===== src/rtl/usart_pkg.sv =====
package usart_pkg;
  // command byte bit positions
  localparam int CMD_TXEN = 0;
  localparam int CMD_DTR  = 1;
  localparam int CMD_RXEN = 2;
  localparam int CMD_ERST = 4;
  localparam int CMD_RTS  = 5;
  localparam int CMD_IRST = 6;
  // status byte bit positions
  localparam int ST_TXRDY = 0;
  localparam int ST_RXRDY = 1;
  localparam int ST_TXE   = 2;
  localparam int ST_PE    = 3;
  localparam int ST_OE    = 4;
  localparam int ST_FE    = 5;
  localparam int ST_DSR   = 7;

  typedef enum logic {SEQ_MODE, SEQ_CMD} seq_e;

  typedef struct packed {
    logic fe;
    logic oe;
    logic pe;
  } err_t;
endpackage


===== src/rtl/usart_bus_dec.sv =====
module usart_bus_dec (
  input  logic clk_i,
  input  logic rst_ni,
  input  logic cs_ni,
  input  logic cd_i,
  input  logic rd_ni,
  input  logic wr_ni,
  output logic ctl_wr_o,
  output logic dat_wr_o,
  output logic dat_rd_o,
  output logic oe_o
);
  logic wr_q, rd_q;
  logic wr_fall, rd_fall;

  always_ff @(posedge clk_i or negedge rst_ni) begin
    if (!rst_ni) begin
      wr_q <= 1'b1;
      rd_q <= 1'b1;
    end else begin
      wr_q <= wr_ni;
      rd_q <= rd_ni;
    end
  end

  assign wr_fall  = wr_q && !wr_ni && !cs_ni;
  assign rd_fall  = rd_q && !rd_ni && !cs_ni;
  assign ctl_wr_o = wr_fall && cd_i;
  assign dat_wr_o = wr_fall && !cd_i;
  assign dat_rd_o = rd_fall && !cd_i;
  assign oe_o     = !cs_ni && !rd_ni;
endmodule


===== src/rtl/usart_ctrl_regs.sv =====
module usart_ctrl_regs
  import usart_pkg::*;
#(
  parameter int DW = 8
) (
  input  logic          clk_i,
  input  logic          rst_ni,
  input  logic          ctl_wr_i,
  input  logic [DW-1:0] wdata_i,
  output logic [DW-1:0] mode_o,
  output logic [DW-1:0] cmd_o,
  output logic          err_clr_o
);
  seq_e          seq_q;
  logic [DW-1:0] mode_q, cmd_q;

  always_ff @(posedge clk_i or negedge rst_ni) begin
    if (!rst_ni) begin
      seq_q  <= SEQ_MODE;
      mode_q <= '0;
      cmd_q  <= '0;
    end else if (ctl_wr_i) begin
      if (seq_q == SEQ_MODE) begin
        mode_q <= wdata_i;
        seq_q  <= SEQ_CMD;
      end else if (wdata_i[CMD_IRST]) begin
        cmd_q <= '0;
        seq_q <= SEQ_MODE;
      end else begin
        cmd_q <= wdata_i;
      end
    end
  end

  assign err_clr_o = ctl_wr_i && (seq_q == SEQ_CMD) &&
                     (wdata_i[CMD_ERST] || wdata_i[CMD_IRST]);
  assign mode_o = mode_q;
  assign cmd_o  = cmd_q;

  assert_mode_hold_R3: assert property (@(posedge clk_i) disable iff (!rst_ni)
    (ctl_wr_i && seq_q == SEQ_CMD) |=> $stable(mode_q));
endmodule


===== src/rtl/usart_data_path.sv =====
module usart_data_path
  import usart_pkg::*;
#(
  parameter int DW = 8
) (
  input  logic          clk_i,
  input  logic          rst_ni,
  input  logic          dat_wr_i,
  input  logic          dat_rd_i,
  input  logic [DW-1:0] wdata_i,
  input  logic          err_clr_i,
  input  logic          tx_take_i,
  input  logic          tx_idle_i,
  input  logic          rx_load_i,
  input  logic [DW-1:0] rx_data_i,
  input  logic          rx_perr_i,
  input  logic          rx_ferr_i,
  input  logic          dsr_ni,
  output logic [DW-1:0] tx_data_o,
  output logic          tx_full_o,
  output logic [DW-1:0] rx_buf_o,
  output logic [DW-1:0] status_o
);
  logic [DW-1:0] tx_q, rx_q;
  logic          tx_full_q, rx_rdy_q, dsr_q;
  err_t          err_q, err_d;

  always_comb begin
    err_d = err_clr_i ? '0 : err_q;
    if (rx_load_i) begin
      err_d.pe = err_d.pe | rx_perr_i;
      err_d.fe = err_d.fe | rx_ferr_i;
      err_d.oe = err_d.oe | (rx_rdy_q && !dat_rd_i);
    end
  end

  always_ff @(posedge clk_i or negedge rst_ni) begin
    if (!rst_ni) begin
      tx_q      <= '0;
      rx_q      <= '0;
      tx_full_q <= 1'b0;
      rx_rdy_q  <= 1'b0;
      dsr_q     <= 1'b0;
      err_q     <= '0;
    end else begin
      if (dat_wr_i) begin
        tx_q      <= wdata_i;
        tx_full_q <= 1'b1;
      end else if (tx_take_i) begin
        tx_full_q <= 1'b0;
      end
      if (rx_load_i) begin
        rx_q     <= rx_data_i;
        rx_rdy_q <= 1'b1;
      end else if (dat_rd_i) begin
        rx_rdy_q <= 1'b0;
      end
      err_q <= err_d;
      dsr_q <= !dsr_ni;
    end
  end

  always_comb begin
    status_o           = '0;
    status_o[ST_TXRDY] = !tx_full_q;
    status_o[ST_RXRDY] = rx_rdy_q;
    status_o[ST_TXE]   = !tx_full_q && tx_idle_i;
    status_o[ST_PE]    = err_q.pe;
    status_o[ST_OE]    = err_q.oe;
    status_o[ST_FE]    = err_q.fe;
    status_o[ST_DSR]   = dsr_q;
  end

  assign tx_data_o = tx_q;
  assign tx_full_o = tx_full_q;
  assign rx_buf_o  = rx_q;

  assert_tx_load_R5: assert property (@(posedge clk_i) disable iff (!rst_ni)
    dat_wr_i |=> tx_full_q);
  assert_rx_clear_R6: assert property (@(posedge clk_i) disable iff (!rst_ni)
    (dat_rd_i && !rx_load_i) |=> !rx_rdy_q);
  assert_overrun_R7: assert property (@(posedge clk_i) disable iff (!rst_ni)
    (rx_load_i && rx_rdy_q && !dat_rd_i) |=> err_q.oe);
endmodule


===== src/rtl/usart_host_if.sv =====
module usart_host_if
  import usart_pkg::*;
#(
  parameter int DW = 8
) (
  input  logic          clk_i,
  input  logic          rst_ni,
  input  logic          cs_ni,
  input  logic          cd_i,
  input  logic          rd_ni,
  input  logic          wr_ni,
  input  logic [DW-1:0] data_i,
  output logic [DW-1:0] data_o,
  output logic          data_oe_o,
  output logic [DW-1:0] mode_o,
  output logic [DW-1:0] cmd_o,
  output logic [DW-1:0] tx_data_o,
  output logic          tx_full_o,
  input  logic          tx_take_i,
  input  logic          tx_idle_i,
  input  logic          rx_load_i,
  input  logic [DW-1:0] rx_data_i,
  input  logic          rx_perr_i,
  input  logic          rx_ferr_i,
  input  logic          dsr_ni,
  output logic          dtr_no,
  output logic          rts_no
);
  logic          ctl_wr, dat_wr, dat_rd, oe, err_clr;
  logic [DW-1:0] status, rx_buf;

  usart_bus_dec u_dec (
    .clk_i(clk_i), .rst_ni(rst_ni), .cs_ni(cs_ni), .cd_i(cd_i),
    .rd_ni(rd_ni), .wr_ni(wr_ni), .ctl_wr_o(ctl_wr), .dat_wr_o(dat_wr),
    .dat_rd_o(dat_rd), .oe_o(oe)
  );

  usart_ctrl_regs #(.DW(DW)) u_ctrl (
    .clk_i(clk_i), .rst_ni(rst_ni), .ctl_wr_i(ctl_wr), .wdata_i(data_i),
    .mode_o(mode_o), .cmd_o(cmd_o), .err_clr_o(err_clr)
  );

  usart_data_path #(.DW(DW)) u_data (
    .clk_i(clk_i), .rst_ni(rst_ni), .dat_wr_i(dat_wr), .dat_rd_i(dat_rd),
    .wdata_i(data_i), .err_clr_i(err_clr), .tx_take_i(tx_take_i),
    .tx_idle_i(tx_idle_i), .rx_load_i(rx_load_i), .rx_data_i(rx_data_i),
    .rx_perr_i(rx_perr_i), .rx_ferr_i(rx_ferr_i), .dsr_ni(dsr_ni),
    .tx_data_o(tx_data_o), .tx_full_o(tx_full_o), .rx_buf_o(rx_buf),
    .status_o(status)
  );

  assign data_oe_o = oe;
  assign data_o    = !oe ? '0 : (cd_i ? status : rx_buf);
  assign dtr_no    = !cmd_o[CMD_DTR];
  assign rts_no    = !cmd_o[CMD_RTS];

  assert_quiet_bus_R2: assert property (@(posedge clk_i) disable iff (!rst_ni)
    cs_ni |=> ($stable(mode_o) && $stable(cmd_o)));
  assert_err_clear_R7: assert property (@(posedge clk_i) disable iff (!rst_ni)
    (err_clr && !rx_load_i) |=> (status[ST_FE:ST_PE] == '0));
endmodule


===== config.mk =====
export PLATFORM = sky130hd
export DESIGN_NAME = usart_host_if
export DESIGN_NICKNAME = d
export VERILOG_FILES = /design/src/rtl/usart_pkg.sv /design/src/rtl/usart_bus_dec.sv /design/src/rtl/usart_ctrl_regs.sv /design/src/rtl/usart_data_path.sv /design/src/rtl/usart_host_if.sv
export SDC_FILE = /design/constraint.sdc
export NUM_CORES = 1
export LEC_CHECK = 0
export BUFFER_PORTS_ARGS = -buffer_cell sky130_fd_sc_hd__buf_2
export CAP_MARGIN = 20
export CORE_MARGIN = 2
export CORE_UTILIZATION = 53
export CTS_CLUSTER_SIZE = 8
export DETAILED_ROUTE_END_ITERATION = 6
export GPL_TIMING_DRIVEN = 0
export PLACE_DENSITY = 0.84
export SETUP_SLACK_MARGIN = 0.02
export SYNTH_ARGS = -nofsm -noshare
export SYNTH_HDL_FRONTEND = slang
export SYNTH_HIERARCHICAL = 1
export SYNTH_SLANG_ARGS = --single-unit

===== constraint.sdc =====
create_clock -name clk_i -period 2.4 [get_ports clk_i]
set_clock_uncertainty 0.15 [all_clocks]
set_input_delay 0.12 -clock clk_i [delete_from_list [all_inputs] [get_ports clk_i]]
set_output_delay 0.12 -clock clk_i [all_outputs]
set_load 0.02 [all_outputs]

### Word-level counts from Yosys, hierarchy flattened

Cells that the tools add are included.

* bits in registers: 41
* bits of input ports: 28
* output and inout port bits: 36
* word-level logic and storage cells: 54

* multiplexer cells: 11
* bitwise gates (word level): 4
* reductions and logical operators: 26

Operators with widths (count)
* $mux 8: 3
* $logic_and 1x1->1: 12
* $logic_not 1->1: 9
* $mux 1: 6
* $mux 3: 2
* $reduce_and 2->1: 2
* $reduce_bool 2->1: 2
* $or 1x1->1: 3
* $logic_or 1x1->1: 1
* $not 1->1: 1

### Longest topological paths before layout

Gate-level depths: netlist of the first run.

* depth after elaboration: 9
* gate-level depth with buffers: 5
* mapped depth without buffers: 5

### By module

Netlist of the first run, hierarchy kept.

Modules (own cells, without submodules)
* usart_data_path: instances 1, cells each 54, area an instance 869.6 um^2, seq. area each 550.5 um^2
* usart_ctrl_regs: instances 1, cells each 47, area an instance 698.2 um^2, seq. area each 400.4 um^2
* usart_host_if: instances 1, cells each 19, area an instance 148.9 um^2, seq. area each 0.0 um^2
* usart_bus_dec: instances 1, cells each 6, area an instance 86.3 um^2, seq. area each 52.6 um^2

### Worst setup path after synthesis of the first run

No wires, ideal clock.

* kind: flip-flop to flip-flop
* from: reg u_dec.wr_q
* to: reg u_data.tx_q[0] (netlist: u_data/tx_data_o[0])
* setup time: 0.125 ns
* arrival: 1.271 ns
* required time: 2.125 ns
* setup slack: 0.854 ns
* cell stages (with the launch flop): 4
* path buffers: 1
* clock period less this slack: 1.546 ns
* cell sequence: dfstp_2 > nor4b_1 > buf_6 > mux2_2

* cells in the longest elaborated chain, start to end: 3

RTL lines
* start: declaration: line usart_bus_dec.sv:13 `logic wr_q, rd_q;`
* start signal: assignment: line usart_bus_dec.sv:21 `wr_q <= wr_ni;`
* $logic_and 1x1->1 (2 in a row): line usart_bus_dec.sv:26 `assign wr_fall = wr_q && !wr_ni && !cs_ni;`
* $logic_and 1x1->1: line usart_bus_dec.sv:29 `assign dat_wr_o = wr_fall && !cd_i;`
* named net dat_wr: line usart_host_if.sv:29 `logic ctl_wr, dat_wr, dat_rd, oe, err_clr;`
* end signal: assignment: line usart_data_path.sv:47 `tx_q <= wdata_i;`
* end: declaration: line usart_data_path.sv:24 `logic [DW-1:0] tx_q, rx_q;`

The timed path passes the listed nets, and every way through them passes these cells.
A chain may end at the register's enable or synchronous reset.

### Final worst setup path of the first run

* from: in rd_ni
* to: out data_o[6]

* cells in the longest elaborated chain, start to end: 3

RTL lines
* start: declaration: line usart_host_if.sv:10 `input logic rd_ni,`
* $logic_not 1->1: line usart_bus_dec.sv:31 `assign oe_o = !cs_ni && !rd_ni;`
* $logic_and 1x1->1: line usart_bus_dec.sv:31
* $mux 8: line usart_host_if.sv:53 `assign data_o = !oe ? '0 : (cd_i ? status : rx_buf);`
* end: declaration: line usart_host_if.sv:13 `output logic [DW-1:0] data_o,`

Every way passes these cells.

==> flow_metrics.tcl, run 1 <==
set metrics [dict create \
    final_layout_size_suffix_gt1_frac 0.520 \
    place_congestion 0.751 \
    hold_path.class "in2reg" \
    synthToLayoutAreaGrowth_pct 38.5 \
    fin_nets 248 \
    layout_worst_path_cycle_share 0.791 \
    crit_end_category "output port" \
    via_count_of_the_first_global_routing_pass 1387 \
    synth_area_leader_cell "dfrtp_1" \
    ys_async_sr_fraction 1.00 \
    synthesis_stage_register_bit_count 40 \
    floorplan.core_area_mm2 0.00331 \
    cts_num_sinks 40 \
    static-leakage-power_nw 1.26 \
    grt_pass1_wl_mm 6.49 \
    nFillCells 231 \
    drt-total-wl_mm 3.75 \
    postCtsResizedCells 0 \
    critPathKind "in2out" \
    detailed_route_via_count 1252 \
    run_status "complete, no violations" \
    clock_power_share 0.236 \
    switching_share 0.297 \
    postRouteAntennaNets 0 \
    post-route-drc-count 0 \
    synth.yosys.warnings 6 \
    crit_path_max_incr_delay_ps 560 \
    finalWorstPathRequiredPeriod_ps 1900 \
    overflow 0 \
    crit_top_cell "buf_2" \
    critical_path.n_buffers_inverters 3 \
    io_buffer_count 62 \
    io_pins 64 \
    postSynthNetCount 154 \
    ys_top_cells_by_count "dfrtp_1, mux2_2, nor2b_1" \
    sequentialPowerShare 0.475 \
    floorplan.rows 21 \
    post_synth_num_cell_types 21 \
    synthesis.area_per_instance_um2 14.3 \
    tritoncts "done" \
    synth-edff-count 0 \
    detail_route.iter0.violations 48 \
    max_freq_ghz 0.527 \
    worst_pin_slew_ps 875 \
    grt_max_degree 41 \
    1st_pass_router_iterations 3 \
    worst_ep_required_time_ps 2130 \
    worst_ir_drop_vdd_mv 0.534 \
    synth.cell_area_mm2 0.00180 \
    synth_seq_area_share 0.557 \
    finalSetupTns_ps 0 \
    critical_path.cell_chain "dlygate4sd3_1 > buf_2 > nor2_1 > nor2b_1 > buf_2" \
    route.detailed.vias_per_inst 4.69 \
    insertion_delay_ps 330 \
    route.detailed.wl_per_inst_um 14.1 \
    initial_core_util 0.545 \
    grt_antenna_before_repair 0 \
    dpl.hpwl_mm 2.46 \
    clockBufferDepth 2 \
    crit_arrival_ps 1630 \
    final.hold.worst_slack_ps 19.8 \
    setup_viol 0 \
    cellPowerDensity_mw_per_mm2 714 \
    share_comb_of_total_power 0.289 \
    portion_of_synthesized_cell_area_occupied_by_the_leading_cell_type 0.527 \
    synthMostInstantiatedCell "dfrtp_1" \
    clk_transition_reported_paths_ps 100 \
    crit_fanout 9 \
    finalHoldViolCount 0 \
    yosys-top-cells-area "dfrtp_1, mux2_4, mux2_2" \
    crit_family "buffers and inverters" \
    antenna-diode-count 0 \
    drv_cap 0 \
    cellInternalPower_w 0.00125 \
    final_max_slew_viol_count 0 \
    dieHeight_um 62.3 \
    cts-buffers-inserted 5 \
    multi_input_comb_area_um2 702 \
    chipWidth_um 62.3 \
    rsz0062_at_grt "false" \
    postSynthCellCount 126 \
    global_route.usage.total 0.216 \
    h-tree-depth 2 \
    floorplan.die_area_mm2 0.00388 \
    timing.critical_path.from_type "input pin" \
    regArea_mm2 0.00100 \
    worst_path_max_delay_cell "dlygate4sd3_1" \
    switchingPower_w 0.000529 \
    synth-main-ff-cell "dfrtp_1" \
    clock_root_cell "clkbuf_4" \
    worst_case_headroom_to_the_max_slew_limit 0.417 \
]
==> state kept, by name (all words and copies together), names as in the netlist, 3 cells and up <==
name              flops
u_ctrl/mode_o         8
u_data/rx_buf_o       8
u_data/tx_data_o      8
u_ctrl/cmd_o          7
u_data/status_o       3
==> logic make-up after synthesis <==
| group | synth area share |
|---|---|
| AOI/OAI and AO/OA | 0.0298 |
| buffers and inverters | 0.0541 |
| DFF | 0.557 |
| muxes | 0.267 |
| other | 0.00417 |
| and+or+nand+nor | 0.0881 |
==> per-stage QoR <==
step | util | std cells | setup slack [ps] | area, um2 | total power [W]
2_1_floorplan | - | 126 | 854 | 1800 | 0.00116
3_3_place_gp | 0.656 | 234 | 743 | 2170 | 0.00132
3_5_place_dp | 0.656 | 234 | 704 | 2170 | 0.00134
4_1_cts | 0.754 | 267 | 550 | 2500 | 0.00181
5_1_grt | 0.754 | 267 | 404 | 2500 | 0.00188
6_report | 0.754 | 267 | 501 | 2500 | 0.00178
==> worst min-delay path, cell delays in order <==
cell and delay (ps):
buf_2 120, nor4b_1 50, inv_1 70, a21o_2 110
==> layout by cell type (no fill, tap or decap), types with 4 or more instances in the layout <==
master,n
nor2b_1,16
mux2i_1,8
mux2_2,17
buf_6,4
dlygate4sd3_1,25
inv_1,6
buf_4,4
dfrtp_1,38
buf_2,62
mux2_4,14
clkbuf_4,5
==> power groups by stage <==
stage / Clock, W / Sequential (W) / Combinational, W
floorplan: 0 / 0.000966 / 0.000195
global placement: 0 / 0.000852 / 0.000472
detailed placement: 0 / 0.000861 / 0.000484
CTS: 0.000436 / 0.000849 / 0.000520
global route: 0.000465 / 0.000864 / 0.000552
finish: 0.000420 / 0.000848 / 0.000515
==> area by class of cell <==
class,instances,share of cell area
flip-flops and latches,40,0.402
multi-input cells,72,0.281
repair buffers,87,0.224
plain buffers,8,0.0301
well taps,46,0.0230
clock buffers,6,0.0165
clock inverters,2,0.0140
inverters,6,0.00902
==> what timing repair did <==
| item | 4_1_cts | 5_1_grt |
|---|---|---|
| buffers inserted | 0 | 0 |
| endpoints found under the hold margin | 67 | 0 |
| hold buffers | 25 | 0 |
==> metal layers <==
metal	vias to the layer above	track usage	part of all wire	wire (um)
met1	589	0.260	0.43	1610
met5	-	0	0	0
met3	5	0.0580	0.060	226
li1	611	-	-	-
met2	47	0.383	0.50	1880
met4	0	0.0583	0.0091	34
==> path summary, 6_finish.rpt <==
kind	startpoint	to	slack (ps)	cells past startpoint
max in group asynchronous	rst_ni	u_data/status_o[3]	1280	2
min in group asynchronous	rst_ni	u_ctrl/seq_q	280	2
setup / recovery	rd_ni	data_o[6]	500	5
hold / removal	cd_i	u_data/rx_rdy_q	20	4
hold reg to reg	u_data/status_o[4]	u_data/status_o[4]	350	1
setup reg to reg	u_dec/wr_q	u_data/status_o[3]	710	5
No activity file was read; power rests on OpenSTA's default activity.
==> run 2, diff against run 1 <==
ABC_AREA = 1   (was unset)
CORE_UTILIZATION = 49   (was 53)
PLACE_DENSITY = 0.78   (was 0.84)
clock period = 1.9 ns   (was 2.4 ns; I/O delays follow)
==> flow_metrics.tcl, run 2 <==
set metrics [dict create \
    run_status "complete, no violations" \
    synth-edff-count 0 \
    floorplan.die_area_mm2 0.00428 \
    chipWidth_um 65.4 \
    worst_ep_required_time_ps 1650 \
    worst_pin_slew_ps 857 \
    tritoncts "done" \
    critical_path.n_buffers_inverters 4 \
    cts_hold_buf 25 \
    io_buffer_count 62 \
    worst_path_max_delay_cell "dlygate4sd3_1" \
    stdcell_count 381 \
    critical_path.cell_chain "dlygate4sd3_1 > buf_2 > nor2_2 > buf_8 > nand2_1 > nor2_1 > buf_2" \
    synth-main-ff-cell "dfrtp_1" \
    hold_path.class "in2reg" \
    route.detailed.vias_per_inst 4.35 \
    drv_cap 0 \
    worst_case_headroom_to_the_max_slew_limit 0.429 \
    final_cell_mix "nand2_1, buf_2, dfrtp_1" \
    insertion_delay_ps 290 \
    overflow 0 \
    yosys-top-cells-area "dfrtp_1, nand2_1, nor2_1" \
    crit_fanout 8 \
    crit_family "buffers and inverters" \
    static-leakage-power_nw 1.53 \
    fin_nets 361 \
    ys_top_cells_by_count "nand2_1, dfrtp_1, nor2_1" \
    synthToLayoutAreaGrowth_pct 37.8 \
    crit_arrival_ps 1420 \
    layout.cells.most_common "nand2_1" \
    crit_top_cell "buf_2" \
    synth_seq_area_share 0.543 \
    nFillCells 300 \
    max_freq_ghz 0.599 \
    drt-total-wl_mm 4.15 \
    global_route.usage.total 0.211 \
    h-tree-depth 2 \
    worst_ir_drop_vdd_mv 0.646 \
    cellPowerDensity_mw_per_mm2 838 \
    cts_num_sinks 40 \
    postSynthCellCount 239 \
    synth.cell_area_mm2 0.00185 \
    dieHeight_um 65.4 \
    via_count_of_the_first_global_routing_pass 1520 \
    final_layout_size_suffix_gt1_frac 0.270 \
    synthMostInstantiatedCell "nand2_1" \
    floorplan.core_area_mm2 0.00363 \
    cts-buffers-inserted 5 \
    cts.repair_timing.setup_buffer_count 0 \
    floorplan.rows 22 \
    io_pins 64 \
    setup_viol 0 \
    post_synth_num_cell_types 15 \
    rsz0062_at_grt "false" \
    synthesis.area_per_instance_um2 7.73 \
    detailed_route_via_count 1656 \
    synthesis_stage_register_bit_count 40 \
    postSynthNetCount 267 \
    post-route-drc-count 0 \
    grt_pass1_wl_mm 6.83 \
    crit_end_category "output port" \
    initial_core_util 0.509 \
    crit_path_max_incr_delay_ps 550 \
    place_congestion 0.777 \
    critPathKind "in2out" \
    finalWorstPathRequiredPeriod_ps 1670 \
    clockBufferDepth 2 \
    synth.yosys.warnings 6 \
    synth_area_leader_cell "dfrtp_1" \
    clock_root_cell "clkbuf_8" \
    grt_max_degree 41 \
    portion_of_synthesized_cell_area_occupied_by_the_leading_cell_type 0.515 \
    placed_cell_area_mm2 0.00222 \
    1st_pass_router_iterations 5 \
    antenna-diode-count 0 \
    finalHoldViolCount 0 \
    final_max_slew_viol_count 0 \
    detail_route.iter0.violations 62 \
    timing.critical_path.from_type "input pin" \
    route.detailed.wl_per_inst_um 10.9 \
    grt_antenna_before_repair 0 \
    clk_transition_reported_paths_ps 70 \
    final_area_mm2 0.00255 \
    dpl.hpwl_mm 2.80 \
    finalSetupTns_ps 0 \
    ys_async_sr_fraction 1.00 \
    layout_worst_path_cycle_share 0.878 \
    postCtsResizedCells 0 \
    numPlacedInstances 349 \
    postRouteAntennaNets 0 \
]
-- run 2: cell count changes after synthesis, moves of 14 or more --
cell / delta
inv_1: +17
mux2_2: -17
mux2_4: -14
nand2_1: +114
nor2_1: +27
nor2b_1: -16
-- run 2: per-stage QoR --
step	setup WS [ps]	util	power (W)	hold WS, ps
floorplan	564	-	0.00138	-351
global placement	435	0.611	0.00158	61.8
detailed placement	428	0.611	0.00159	64.9
CTS	249	0.701	0.00215	5.80
global route	151	0.701	0.00226	62.1
finish	231	0.701	0.00213	15.1
-- run 2: cells by family after synthesis --
kind of cell | after synthesis | synth area share
DFF | 40 | 0.543
AOI/OAI and AO/OA | 1 | 0.00271
buffers and inverters | 38 | 0.114
and+or+nand+nor | 158 | 0.336
other | 2 | 0.00406
-- run 2: routing by layer --
metal,wire length (um),global-route usage
met3,280,0.0599
met4,75,0.0755
met2,1900,0.339
met5,0,0
met1,1890,0.274
-- run 2: worst paths after layout --
path,startpoint,endpoint,slack [ps],depth (start not counted)
hold / removal,cd_i,u_data/rx_rdy_q,20,5
min in group asynchronous,rst_ni,u_ctrl/mode_o[5],300,2
setup reg to reg,u_dec/wr_q,u_data/status_o[4],440,7
setup / recovery,rd_ni,data_o[4],230,7
hold reg to reg,u_data/status_o[3],u_data/status_o[3],320,2
max in group asynchronous,rst_ni,u_data/status_o[5],760,2
-- run 2: power by group --
part	leakage, nW	total (W)	internal (W)	switching [W]
Combinational	1.00	0.000574	0.000219	0.000355
Clock	0.0410	0.000516	0.000249	0.000267
Sequential	0.489	0.00104	0.000976	0.0000683
Total	1.53	0.00213	0.00144	0.000690
-- run 2: final cells by class --
| class | count | area (um2) | share of cell area |
|---|---|---|---|
| Buffer | 11 | 109 | 0.0428 |
| Clock buffer | 6 | 72.6 | 0.0285 |
| Clock inverter | 1 | 5.00 | 0.00197 |
| Inverter | 27 | 101 | 0.0398 |
| Multi-Input combinational cell | 161 | 634 | 0.249 |
| Sequential cell | 40 | 1000 | 0.394 |
| Tap cell | 48 | 60.1 | 0.0236 |
| Timing Repair Buffer | 87 | 561 | 0.220 |
-- run 2: worst reg2reg max path: cells and delay by family, from the launching register on --
| kind | cells | cell delay (ps) |
|---|---|---|
| buffers and inverters | 1 | 70 |
| flip-flops | 1 | 520 |
| AND/OR/NAND/NOR | 6 | 620 |
